<file path="src/rtl/apoll_pkg.sv">
// Shared types for the descriptor auto-poll timer.
// Assumes: the timeout field width is fixed for every instance of the block.
package apoll_pkg;

    localparam int POLL_TMO_W = 4;

    typedef logic [POLL_TMO_W-1:0] poll_tmo_t;

    typedef enum logic [0:0] {
        UNIT_NORMAL = 1'b0,
        UNIT_LONG   = 1'b1
    } unit_sel_e;

    typedef struct packed {
        unit_sel_e unit;
        poll_tmo_t tmo;
    } poll_cfg_t;

endpackage

</file>
<file path="src/rtl/apoll_cfg_reg.sv">
// Configuration holding register for the auto-poll timer.
// Holds the timeout and the unit select. Loads them on a write strobe.
// Assumes: the reset timeout is fixed per instance by a parameter; the unit
// select resets to the normal unit.
module apoll_cfg_reg
    import apoll_pkg::*;
#(
    parameter poll_tmo_t RESET_TMO = '0
) (
    input  logic      clk,
    input  logic      rst_n,
    input  logic      cfg_we_i,
    input  poll_tmo_t cfg_tmo_i,
    input  logic      cfg_long_i,
    output poll_cfg_t cfg_o
);

    // Capture the new configuration on a write; reset to the instance default.
    always_ff @(posedge clk) begin
        if (!rst_n) begin
            cfg_o.tmo  <= RESET_TMO;
            cfg_o.unit <= UNIT_NORMAL;
        end else if (cfg_we_i) begin
            cfg_o.tmo  <= cfg_tmo_i;
            cfg_o.unit <= unit_sel_e'(cfg_long_i);
        end
    end

endmodule

</file>
<file path="src/rtl/apoll_unit_div.sv">
// Tick prescaler: turns MII tick enables into one pulse per cycle unit.
// A unit is NORM_TICKS or LONG_TICKS counted ticks, picked by the unit select.
// A restart clears the partial count, and a restart cycle gives no pulse.
// Assumes: the unit select changes only together with a restart.
module apoll_unit_div
    import apoll_pkg::*;
#(
    parameter int NORM_TICKS = 128,
    parameter int LONG_TICKS = 2048
) (
    input  logic      clk,
    input  logic      rst_n,
    input  logic      restart_i,
    input  logic      tick_i,
    input  unit_sel_e unit_i,
    output logic      unit_pulse_o
);

    localparam int MAX_TICKS = (LONG_TICKS > NORM_TICKS) ? LONG_TICKS : NORM_TICKS;
    localparam int CNT_W     = $clog2(MAX_TICKS);
    localparam logic [CNT_W-1:0] NORM_LAST = CNT_W'(NORM_TICKS - 1);
    localparam logic [CNT_W-1:0] LONG_LAST = CNT_W'(LONG_TICKS - 1);

    logic [CNT_W-1:0] tick_cnt;
    logic [CNT_W-1:0] last_val;
    logic             at_last;

    // Pick the terminal count for the selected unit.
    always_comb begin
        last_val = (unit_i == UNIT_LONG) ? LONG_LAST : NORM_LAST;
    end

    assign at_last      = tick_i && (tick_cnt == last_val);
    assign unit_pulse_o = at_last && !restart_i;

    // Count ticks within the current unit, wrapping at the terminal count.
    always_ff @(posedge clk) begin
        if (!rst_n) begin
            tick_cnt <= '0;
        end else if (restart_i) begin
            tick_cnt <= '0;
        end else if (tick_i) begin
            tick_cnt <= at_last ? '0 : tick_cnt + 1'b1;
        end
    end

endmodule

</file>
<file path="src/rtl/apoll_unit_cnt.sv">
// Unit counter: counts unit pulses and fires when the timeout count is reached.
// A timeout of zero stops the count and never fires.
// Assumes: the timeout changes only together with a restart.
module apoll_unit_cnt
    import apoll_pkg::*;
(
    input  logic      clk,
    input  logic      rst_n,
    input  logic      restart_i,
    input  logic      unit_pulse_i,
    input  poll_tmo_t tmo_i,
    output logic      fire_o
);

    poll_tmo_t unit_cnt;
    logic      enabled;
    logic      last_unit;

    assign enabled   = (tmo_i != '0);
    assign last_unit = (unit_cnt == (tmo_i - POLL_TMO_W'(1)));
    assign fire_o    = unit_pulse_i && enabled && last_unit;

    // Advance once per unit; wrap after the last unit of the period.
    always_ff @(posedge clk) begin
        if (!rst_n) begin
            unit_cnt <= '0;
        end else if (restart_i) begin
            unit_cnt <= '0;
        end else if (unit_pulse_i && enabled) begin
            unit_cnt <= last_unit ? '0 : unit_cnt + 1'b1;
        end
    end

endmodule

</file>
<file path="src/rtl/apoll_req_hold.sv">
// Request holder: sets on any trigger and clears on acknowledge.
// A trigger in the same cycle as an acknowledge wins.
// Assumes: the DMA engine acknowledges at most once per request.
module apoll_req_hold (
    input  logic clk,
    input  logic rst_n,
    input  logic trigger_i,
    input  logic ack_i,
    output logic req_o
);

    // Merge triggers into one pending request until it is accepted.
    always_ff @(posedge clk) begin
        if (!rst_n) begin
            req_o <= 1'b0;
        end else begin
            req_o <= trigger_i || (req_o && !ack_i);
        end
    end

endmodule

</file>
<file path="src/rtl/desc_poll_timer.sv">
// Descriptor auto-poll timer, top level.
// Merges software poll demands with a periodic self-poll into one held
// request for a descriptor DMA engine.
// Assumes: tick_i is a one-cycle enable, synchronous to clk, at the MII rate;
// sw_poll_i and cfg_we_i are one-cycle strobes.
module desc_poll_timer
    import apoll_pkg::*;
#(
    parameter int        NORM_TICKS = 128,
    parameter int        LONG_TICKS = 2048,
    parameter poll_tmo_t RESET_TMO  = '0
) (
    input  logic                  clk,
    input  logic                  rst_n,
    input  logic                  sw_poll_i,
    input  logic                  tick_i,
    input  logic                  cfg_we_i,
    input  logic [POLL_TMO_W-1:0] cfg_tmo_i,
    input  logic                  cfg_long_i,
    input  logic                  ack_i,
    output logic                  poll_req_o
);

    poll_cfg_t cfg_q;
    poll_tmo_t tmo_q;
    logic      restart_w;
    logic      unit_pulse_w;
    logic      fire_w;
    logic      trigger_w;

    assign tmo_q     = cfg_q.tmo;
    assign restart_w = sw_poll_i || cfg_we_i;
    assign trigger_w = sw_poll_i || fire_w;

    apoll_cfg_reg #(
        .RESET_TMO (RESET_TMO)
    ) u_cfg (
        .clk        (clk),
        .rst_n      (rst_n),
        .cfg_we_i   (cfg_we_i),
        .cfg_tmo_i  (cfg_tmo_i),
        .cfg_long_i (cfg_long_i),
        .cfg_o      (cfg_q)
    );

    apoll_unit_div #(
        .NORM_TICKS (NORM_TICKS),
        .LONG_TICKS (LONG_TICKS)
    ) u_div (
        .clk          (clk),
        .rst_n        (rst_n),
        .restart_i    (restart_w),
        .tick_i       (tick_i),
        .unit_i       (cfg_q.unit),
        .unit_pulse_o (unit_pulse_w)
    );

    apoll_unit_cnt u_cnt (
        .clk          (clk),
        .rst_n        (rst_n),
        .restart_i    (restart_w),
        .unit_pulse_i (unit_pulse_w),
        .tmo_i        (tmo_q),
        .fire_o       (fire_w)
    );

    apoll_req_hold u_req (
        .clk       (clk),
        .rst_n     (rst_n),
        .trigger_i (trigger_w),
        .ack_i     (ack_i),
        .req_o     (poll_req_o)
    );

endmodule

</file>
<file path="config.mk">
export PLATFORM = sky130hd
export DESIGN_NAME = desc_poll_timer
export DESIGN_NICKNAME = d
export VERILOG_FILES = /design/src/rtl/apoll_pkg.sv /design/src/rtl/apoll_cfg_reg.sv /design/src/rtl/apoll_unit_div.sv /design/src/rtl/apoll_unit_cnt.sv /design/src/rtl/apoll_req_hold.sv /design/src/rtl/desc_poll_timer.sv
export SDC_FILE = /design/constraint.sdc
export NUM_CORES = 1
export LEC_CHECK = 0
export BUFFER_PORTS_ARGS = -buffer_cell sky130_fd_sc_hd__buf_2
export CELL_PAD_IN_SITES_DETAIL_PLACEMENT = 2
export CELL_PAD_IN_SITES_GLOBAL_PLACEMENT = 2
export CORE_UTILIZATION = 37
export CTS_CLUSTER_DIAMETER = 60
export DETAILED_ROUTE_END_ITERATION = 12
export GPL_TIMING_DRIVEN = 0
export PLACE_DENSITY = 0.88
export SYNTH_ARGS = -nofsm -noshare
export SYNTH_HDL_FRONTEND = slang
export SYNTH_SLANG_ARGS = --single-unit
</file>
<file path="constraint.sdc">
create_clock -name clk -period 3.65 [get_ports clk]
set_input_delay 0.73 -clock clk [delete_from_list [all_inputs] [get_ports clk]]
set_output_delay 0.73 -clock clk [all_outputs]
set_load 0.02 [all_outputs]
</file>
==> flow_metrics.py, run 1 <==
metrics = {
    "worst_setup_path": {
        "r2r-start": "u_cfg.cfg_o[0]$_SDFFE_PN0P_",
        "r2r-end": "u_cnt.unit_cnt[2]$_SDFFE_PP0P_",
        "crit_type": "reg2reg",
        "arrival_ns": 2.05,
        "cp_max_fo": 7,
        "reg2reg_setup_slack_ns": 1.80,
        "required_ns": 3.85,
        "r2r_cells": 7,
        "end_kind": "flop",
        "crit_path_start_kind": "flop",
    },
    "layout": {
        "final_common_cell": "dfxtp_1",
        "final_cells": 162,
        "syn2layout_area_growth_pct": 10.9,
        "fin_area_mm2": 0.00116,
        "fin_util_pct": 45.2,
        "antenna_cells": 0,
        "nNetsFinal": 147,
        "drive_above_1_share_pct": 14.4,
        "layout_common_cells": "dfxtp_1 (21), nor2_1 (16), nand2_1 (12)",
    },
    "yosys": {
        "avgSynthCellArea_um2": 8.88,
        "yosysWarnings": 0,
        "syn-cell-area_mm2": 0.00105,
        "synthTopCellsByArea": "dfxtp_1 (40%), xor2_1 (7.5%), nor2_1 (5.7%), xnor2_1 (5.0%), mux2i_1 (4.8%)",
        "synth_largest_area_cell": "dfxtp_1",
        "yosysUniqueCellTypes": 30,
        "ys_ff_latch": 21,
        "syn_nets": 132,
        "ys_seq_area_share_pct": 40.1,
        "synth_top_area_share_pct": 40.1,
        "synthCells": 118,
    },
    "grt": {
        "grt_usage_pct": 18.0,
        "grt_max_degree": 12,
        "antenna_found_initial": 0,
        "gr-total-overflow": 0,
        "grt_pass1_vias": 980,
        "grt_pass1_wl_um": 4410,
    },
    "timing": {
        "period_minus_slack_ns": 1.85,
        "tightestPinTransition_ns": 0.308,
        "setup_viol": 0,
        "grt_setup_unrepaired": "false",
        "finClkSkew_ns": 0.00845,
        "slew_headroom_pct": 79.4,
        "fmax_ghz": 0.542,
        "layout_setup_ws_ns": 1.80,
        "slew_viol_final": 0,
        "post-route-period-util_pct": 50.6,
        "hold_viol_final": 0,
        "tns_ns": 0,
    },
    "placed_design": {
        "dp_cells": 158,
        "gp_congestion": 0.681,
        "portBuffers": 10,
        "hpwl_um": 1970,
        "place_area_mm2": 0.00113,
        "place_ws_ns": 1.60,
    },
    "worst_hold_path": {
        "hold_depth": 2,
        "min_to": "u_div.tick_cnt[0]$_SDFFE_PP0P_",
        "hold_class": "reg2reg",
        "hp-start": "u_div.tick_cnt[0]$_SDFFE_PP0P_",
    },
    "power": {
        "irDropWorstVdd_v": 0.000179,
        "p_per_area_mw_per_mm2": 334,
        "leakage_uw": 0.000460,
    },
    "clock_tree": {
        "cts_max_level": 1,
        "numCtsBuffers": 3,
        "clk_latency_ns": 0.30,
        "cts_max_path_buffers": 2,
        "post_cts_buffers": 0,
        "hold_buffers": 0,
        "path_clk_slew_ns": 0.12,
        "ctsRootBufferMaster": "clkbuf_4",
        "cts_tree": "yes",
        "cts_sinks": 21,
        "cts_resized": 0,
    },
    "floorplan": {
        "ios": 12,
        "core_mm2": 0.00257,
        "die_width_um": 55.2,
        "die_area_mm2": 0.00305,
        "die_h_um": 55.2,
        "rows": 18,
        "start_util_pct": 40.8,
    },
    "outcome": {
        "status": "completed",
    },
    "route": {
        "wl_per_cell_um": 15.1,
        "drt_iter0_markers": 13,
        "routed_wl_um": 2450,
        "first_pass_iters": 4,
        "ant_nets": 0,
        "vias": 858,
        "drcViolationCount": 0,
        "routed_via_density": 5.30,
    },
    "flow_run": {
        "cap_violations": 0,
    },
}
## kinds of logic after synthesis
group / Yosys count / synth area share (%)
muxes: 5 / 4.78
adders and majority gates: 3 / 3.58
buffers and inverters: 4 / 1.79
AOI/OAI and AO/OA: 8 / 6.45
DFF: 21 / 40.1
and+or+nand+nor: 62 / 30.7
xor gates and xnor gates: 15 / 12.5
## sequential cells by signal, indices dropped and copies added, names as in the netlist
signal	flops
u_div.tick_cnt	11
u_cfg.cfg_o	5
u_cnt.unit_cnt	4
u_req.req_o	1
## layout make-up
type / count / area (µm²)
flip-flops and latches: 21 / 420
plain buffers: 2 / 11.3
repair buffers: 10 / 50.0
multi-input cells: 93 / 608
well taps: 30 / 37.5
fillers: 297 / 1410
inverters: 2 / 7.51
clock buffers: 4 / 26.3
## critical path, stage by stage, from the launching register on
cell and delay [ns]:
dfxtp_1 0.41, inv_1 0.06, ha_1 0.23, xor2_1 0.16, xnor2_1 0.20, nand4_2 0.21, and4b_1 0.25, a211o_1 0.23
## synth_stat cells
cell,number
and3_1,3
nor2b_1,6
nand3_1,8
inv_1,2
nand2_2,1
a21boi_1,1
and3_2,1
xnor2_1,6
nand2b_1,1
clkbuf_1,1
o22ai_1,2
dfxtp_1,21
a211o_1,1
ha_1,3
and4b_1,1
nand4_1,4
buf_4,1
nand3b_1,1
nor3b_1,1
and3_4,1
and2_1,1
mux2i_1,5
a2bb2o_4,1
a21oi_1,2
nand4_2,1
nor2_1,16
nor3_1,4
nand2_1,12
xor2_1,9
o31a_1,1
## metrics by stage
step	hold slack (ns)	total power, µW
2_1_floorplan	0.463	267
6_report	0.516	387
3_5_place_dp	0.497	281
3_3_place_gp	0.477	278
5_1_grt	0.550	408
4_1_cts	0.517	394
## power by group
part           leakage (µW)  internal (µW)  switching [µW]
combinational      0.000274           17.9            20.0
sequential         0.000170            234            3.73
clock             0.0000150           42.5            69.6
total              0.000460            294            93.4
## worst max path at each step
stage,from,end,slack (ns),cells after the start
5_1_grt,u_cfg.cfg_o[0]$_SDFFE_PN0P_,u_cnt.unit_cnt[2]$_SDFFE_PP0P_,1.63,7
4_1_cts,u_cfg.cfg_o[0]$_SDFFE_PN0P_,u_cnt.unit_cnt[2]$_SDFFE_PP0P_,1.78,7
2_1_floorplan,cfg_we_i,u_cnt.unit_cnt[2]$_SDFFE_PP0P_,1.87,5
3_3_place_gp,cfg_we_i,u_div.tick_cnt[1]$_SDFFE_PP0P_,1.70,6
3_5_place_dp,cfg_we_i,u_div.tick_cnt[1]$_SDFFE_PP0P_,1.60,6
6_report,u_cfg.cfg_o[0]$_SDFFE_PN0P_,u_cnt.unit_cnt[2]$_SDFFE_PP0P_,1.80,7
## routing by layer
layer  routed length, µm  vias to the layer above  GRT usage [%]
met5                   0                        -              0
met4                  15                        0           6.43
met3                  34                        2           2.11
met2                1360                        3           34.6
met1                1040                      421           20.1
li1                    -                      432              -
Power figures use the tool's default switching activity.
==> run 2: changes to the inputs <==
- CORE_UTILIZATION: 37 -> 31
- PLACE_DENSITY: 0.88 -> 0.79
- clock period: 3.65 -> 1.5 ns (I/O delays scaled with it)
==> flow_metrics.py, run 2 (synthesized netlist as in run 1, its figures left out) <==
metrics = {
    "outcome": {
        "status": "complete, but fails checks",
        "violations": "negative setup slack",
    },
    "layout": {
        "final_common_cell": "dfxtp_1",
        "reg.largest.list": "u_div.tick_cnt (11), u_cfg.cfg_o (5), u_cnt.unit_cnt (4)",
        "largest-register": "u_div.tick_cnt",
        "final_cells": 181,
        "antenna_cells": 0,
        "largest_register_ffs": 11,
        "fin_util_pct": 41.8,
        "syn2layout_area_growth_pct": 25.0,
        "drive_above_1_share_pct": 30.7,
        "nNetsFinal": 152,
        "layout_common_cells": "dfxtp_1 (17), nor2_1 (14), nand2_1 (12)",
    },
    "worst_hold_path": {
        "hp-start": "sw_poll_i",
        "min_to": "u_req.req_o$_SDFF_PN0_",
        "hold_class": "in2reg",
        "hold_depth": 2,
    },
    "timing": {
        "setup_viol": 4,
        "finClkSkew_ns": 0.00248,
        "layout_setup_ws_ns": -0.184,
        "grt_setup_unrepaired": "true",
        "fmax_ghz": 0.594,
        "post-route-period-util_pct": 112,
        "period_minus_slack_ns": 1.68,
        "slew_headroom_pct": 79.3,
        "slew_viol_final": 0,
        "hold_viol_final": 0,
        "tns_ns": -0.411,
        "tightestPinTransition_ns": 0.310,
    },
    "route": {
        "routed_via_density": 4.88,
        "ant_nets": 0,
        "drt_iter0_markers": 27,
        "drcViolationCount": 0,
        "routed_wl_um": 2840,
        "wl_per_cell_um": 15.7,
        "vias": 883,
        "first_pass_iters": 4,
    },
    "clock_tree": {
        "numCtsBuffers": 3,
        "ctsRootBufferMaster": "clkbuf_4",
        "cts_max_level": 1,
        "cts_tree": "yes",
        "cts_sinks": 21,
        "cts_max_path_buffers": 2,
        "hold_buffers": 0,
        "clk_latency_ns": 0.31,
        "path_clk_slew_ns": 0.12,
    },
    "floorplan": {
        "core_mm2": 0.00313,
        "die_h_um": 60.1,
        "die_width_um": 60.1,
        "die_area_mm2": 0.00361,
        "start_util_pct": 33.5,
        "rows": 20,
        "ios": 12,
    },
    "grt": {
        "gr-total-overflow": 0,
        "grt_pass1_wl_um": 4250,
        "grt_pass1_vias": 919,
        "grt_max_degree": 13,
        "grt_usage_pct": 16.0,
        "antenna_found_initial": 0,
    },
    "worst_setup_path": {
        "crit_path_top_delay_cell": "dfxtp_4",
        "crit_path_max_incr_delay_ns": 0.37,
        "cp_max_fo": 5,
        "path_cells": "buf_4 -> nor3_2 -> xnor2_1 -> nand4_4 -> and3_1 -> a211o_1",
        "required_ns": 1.72,
        "r2r-start": "u_cfg.cfg_o[0]$_SDFFE_PN0P_",
        "reg2reg_setup_slack_ns": -0.18,
        "arrival_ns": 1.90,
        "cp_top_family": "simple AND/OR/NAND/NOR gates",
        "crit_type": "reg2reg",
        "cp_num_buf_inv": 1,
        "end_kind": "flop",
        "r2r-end": "u_cnt.unit_cnt[2]$_SDFFE_PP0P_",
        "r2r_cells": 6,
        "crit_path_start_kind": "flop",
    },
    "placed_design": {
        "hpwl_um": 1970,
        "portBuffers": 10,
        "dp_cells": 172,
        "gp_congestion": 0.712,
    },
    "power": {
        "irDropWorstVdd_v": 0.000534,
        "p_per_area_mw_per_mm2": 761,
        "leakage_uw": 0.000494,
    },
    "flow_run": {
        "cap_violations": 0,
    },
}
==> run 2: layer usage <==
metal / vias to the layer above / global-route usage (%) / share of wire [%]
met2: 6 / 30.6 / 58
li1: 442 / - / -
met1: 430 / 17.5 / 40
met4: 0 / 2.99 / 0.74
met3: 5 / 3.90 / 2.0
met5: - / 0 / 0
==> run 2: what timing repair did <==
| action | 4_1_cts | 5_1_grt |
|---|---|---|
| setup endpoints to repair | 6 | 14 |
| resized for setup | 2 | 16 |
| endpoints found under the hold margin | 0 | 0 |
| pin swaps | 2 | 5 |
| buffers inserted | 3 | 2 |
==> run 2: per-stage QoR <==
step	setup slack, ns	total power, µW	hold slack (ns)	cell area [µm²]
final	-0.184	996	0.208	1310
after floorplan	-0.0488	655	0.394	1060
after detailed placement	-0.268	692	0.488	1170
after CTS	-0.182	984	0.221	1220
after global placement	-0.169	683	0.475	1170
after global routing	-0.255	1040	0.212	1310
==> run 2: power breakdown <==
group          switching (µW)  internal [µW]  total, µW
clock network             185           99.7        284
registers                11.2            568        579
logic                    69.4           62.8        132
==> run 2: how the worst max path moves through the flow <==
stage	startpoint	to	slack (ns)	cells past startpoint
3_5_place_dp	u_cfg.cfg_o[0]$_SDFFE_PN0P_	u_cnt.unit_cnt[2]$_SDFFE_PP0P_	-0.27	7
6_report	u_cfg.cfg_o[0]$_SDFFE_PN0P_	u_cnt.unit_cnt[2]$_SDFFE_PP0P_	-0.18	6
2_1_floorplan	u_cfg.cfg_o[0]$_SDFFE_PN0P_	u_cnt.unit_cnt[2]$_SDFFE_PP0P_	-0.05	7
5_1_grt	u_cfg.cfg_o[0]$_SDFFE_PN0P_	u_cnt.unit_cnt[2]$_SDFFE_PP0P_	-0.26	6
3_3_place_gp	u_cfg.cfg_o[0]$_SDFFE_PN0P_	u_cnt.unit_cnt[2]$_SDFFE_PP0P_	-0.17	7
4_1_cts	u_cfg.cfg_o[0]$_SDFFE_PN0P_	u_cnt.unit_cnt[2]$_SDFFE_PP0P_	-0.18	7
==> run 2: area by class of cell <==
class | instances | area, µm²
fillers | 361 | 1820
multi-input cells | 93 | 688
flip-flops and latches | 21 | 428
repair buffers | 15 | 91.3
well taps | 44 | 55.1
clock buffers | 3 | 22.5
plain buffers | 2 | 11.3
inverters | 2 | 7.51
clock inverters | 1 | 5.00
==> run 3: changes to the inputs <==
- CTS_CLUSTER_SIZE: default -> 12
- TNS_END_PERCENT: default -> 20
==> flow_metrics.py, run 3 (synthesized netlist as in run 1, its figures left out) <==
metrics = {
    "flow_run": {
        "cap_violations": 0,
    },
    "grt": {
        "grt_max_degree": 13,
        "grt_usage_pct": 15.7,
        "gr-total-overflow": 0,
        "use_met3_pct": 3.90,
        "met2_usage_pct": 29.7,
        "grt_pass1_vias": 917,
        "globalRouteMet1Util_pct": 17.5,
        "top_usage_layer": "met2",
        "grt_pass1_wl_um": 4200,
        "antenna_found_initial": 0,
    },
    "floorplan": {
        "ios": 12,
        "die_h_um": 60.1,
        "start_util_pct": 33.5,
        "core_mm2": 0.00313,
        "die_width_um": 60.1,
        "rows": 20,
        "die_area_mm2": 0.00361,
    },
    "route": {
        "routed_via_density": 4.96,
        "first_pass_iters": 4,
        "drcViolationCount": 0,
        "vias": 888,
        "ant_nets": 0,
        "routed_wl_um": 2670,
        "drt_iter0_markers": 15,
        "wl_per_cell_um": 14.9,
    },
    "worst_setup_path": {
        "path_cells": "inv_2 -> ha_4 -> xor2_2 -> xnor2_2 -> nand4_4 -> and3_1 -> a211o_1",
        "cp_num_buf_inv": 1,
        "end_kind": "flop",
        "crit_path_max_incr_delay_ns": 0.39,
        "crit_path_start_kind": "flop",
        "required_ns": 1.72,
        "cp_max_fo": 5,
        "arrival_ns": 1.86,
        "cp_top_family": "flip-flops",
        "crit_path_top_delay_cell": "dfxtp_4",
        "crit_type": "reg2reg",
    },
    "timing": {
        "tightestPinTransition_ns": 0.312,
        "slew_viol_final": 0,
        "slew_headroom_pct": 79.2,
        "finClkSkew_ns": 0.00280,
        "layout_setup_ws_ns": -0.143,
        "fmax_ghz": 0.609,
        "grt_setup_unrepaired": "true",
        "hold_viol_final": 0,
        "setup_viol": 4,
        "period_minus_slack_ns": 1.64,
        "post-route-period-util_pct": 110,
    },
    "power": {
        "total_power_uw": 983,
        "leakage_uw": 0.000483,
        "p_per_area_mw_per_mm2": 763,
        "irDropWorstVdd_v": 0.000539,
    },
    "layout": {
        "antenna_cells": 0,
        "reg.largest.list": "u_div.tick_cnt (11), u_cfg.cfg_o (5), u_cnt.unit_cnt (4)",
        "final_common_cell": "dfxtp_1",
        "largest_register_ffs": 11,
        "layout_common_cells": "dfxtp_1 (17), nor2_1 (14), nand2_1 (12)",
        "syn2layout_area_growth_pct": 23.1,
        "drive_above_1_share_pct": 28.9,
        "nNetsFinal": 150,
        "largest-register": "u_div.tick_cnt",
        "final_cells": 179,
    },
    "placed_design": {
        "gp_congestion": 0.712,
        "hpwl_um": 1970,
        "place_ws_ns": -0.268,
        "dp_cells": 172,
        "portBuffers": 10,
    },
    "clock_tree": {
        "numCtsBuffers": 3,
        "clk_latency_ns": 0.31,
        "cts_max_level": 1,
        "path_clk_slew_ns": 0.12,
        "cts_tree": "yes",
        "ctsRootBufferMaster": "clkbuf_4",
        "cts_max_path_buffers": 2,
        "cts_sinks": 21,
        "hold_buffers": 0,
    },
    "outcome": {
        "status": "complete, but fails checks",
        "violations": "negative setup slack",
    },
    "worst_hold_path": {
        "hold_class": "in2reg",
    },
}
## run 3: metrics by stage
| stage | utilization, % | setup TNS (ns) | hold WS, ns | area (µm²) |
|---|---|---|---|---|
| 2_1_floorplan | - | -0.0488 | 0.394 | 1060 |
| 3_3_place_gp | 37.3 | -0.241 | 0.475 | 1170 |
| 3_5_place_dp | 37.3 | -1.01 | 0.488 | 1170 |
| 4_1_cts | 38.8 | -0.431 | 0.221 | 1210 |
| 5_1_grt | 41.2 | -0.569 | 0.212 | 1290 |
| 6_report | 41.2 | -0.276 | 0.207 | 1290 |
## run 3: layout make-up
class,count,area (µm²)
buffer,2,11.3
clock buffer,3,22.5
clock inverter,1,5.00
fill,365,1840
inverter,2,7.51
multi-input combinational,93,683
sequential,21,428
tap,44,55.1
timing repair buffer,13,76.3
## run 3: final timing paths
path | startpoint | endpoint | slack [ns] | cells after the start
worst max register to register | u_cfg.cfg_o[0]$_SDFFE_PN0P_ | u_cnt.unit_cnt[2]$_SDFFE_PP0P_ | -0.14 | 7
worst min register to register | u_div.tick_cnt[0]$_SDFFE_PP0P_ | u_div.tick_cnt[0]$_SDFFE_PP0P_ | 0.50 | 2
worst min-delay path | sw_poll_i | u_req.req_o$_SDFF_PN0_ | 0.21 | 2
worst max-delay path | u_cfg.cfg_o[0]$_SDFFE_PN0P_ | u_cnt.unit_cnt[2]$_SDFFE_PP0P_ | -0.14 | 7
## run 3: what timing repair did
item / in CTS / in global routing
setup buffers: 2 / 1
gates resized for setup: 3 / 14
pin swaps: 2 / 5
setup endpoints to repair: 6 / 14
## run 3: layer usage
| metal | share of wire (%) | wire length (µm) | vias to the layer above |
|---|---|---|---|
| met5 | 0 | 0 | - |
| met4 | 0.79 | 21 | 0 |
| met3 | 2.1 | 57 | 5 |
| met2 | 56 | 1500 | 6 |
| met1 | 41 | 1090 | 437 |
| li1 | - | - | 440 |
## run 3: power breakdown
| part | internal, µW | switching [µW] |
|---|---|---|
| Sequential | 568 | 11.6 |
| Combinational | 57.8 | 62.3 |
| Clock | 99.7 | 183 |
| Total | 726 | 257 |
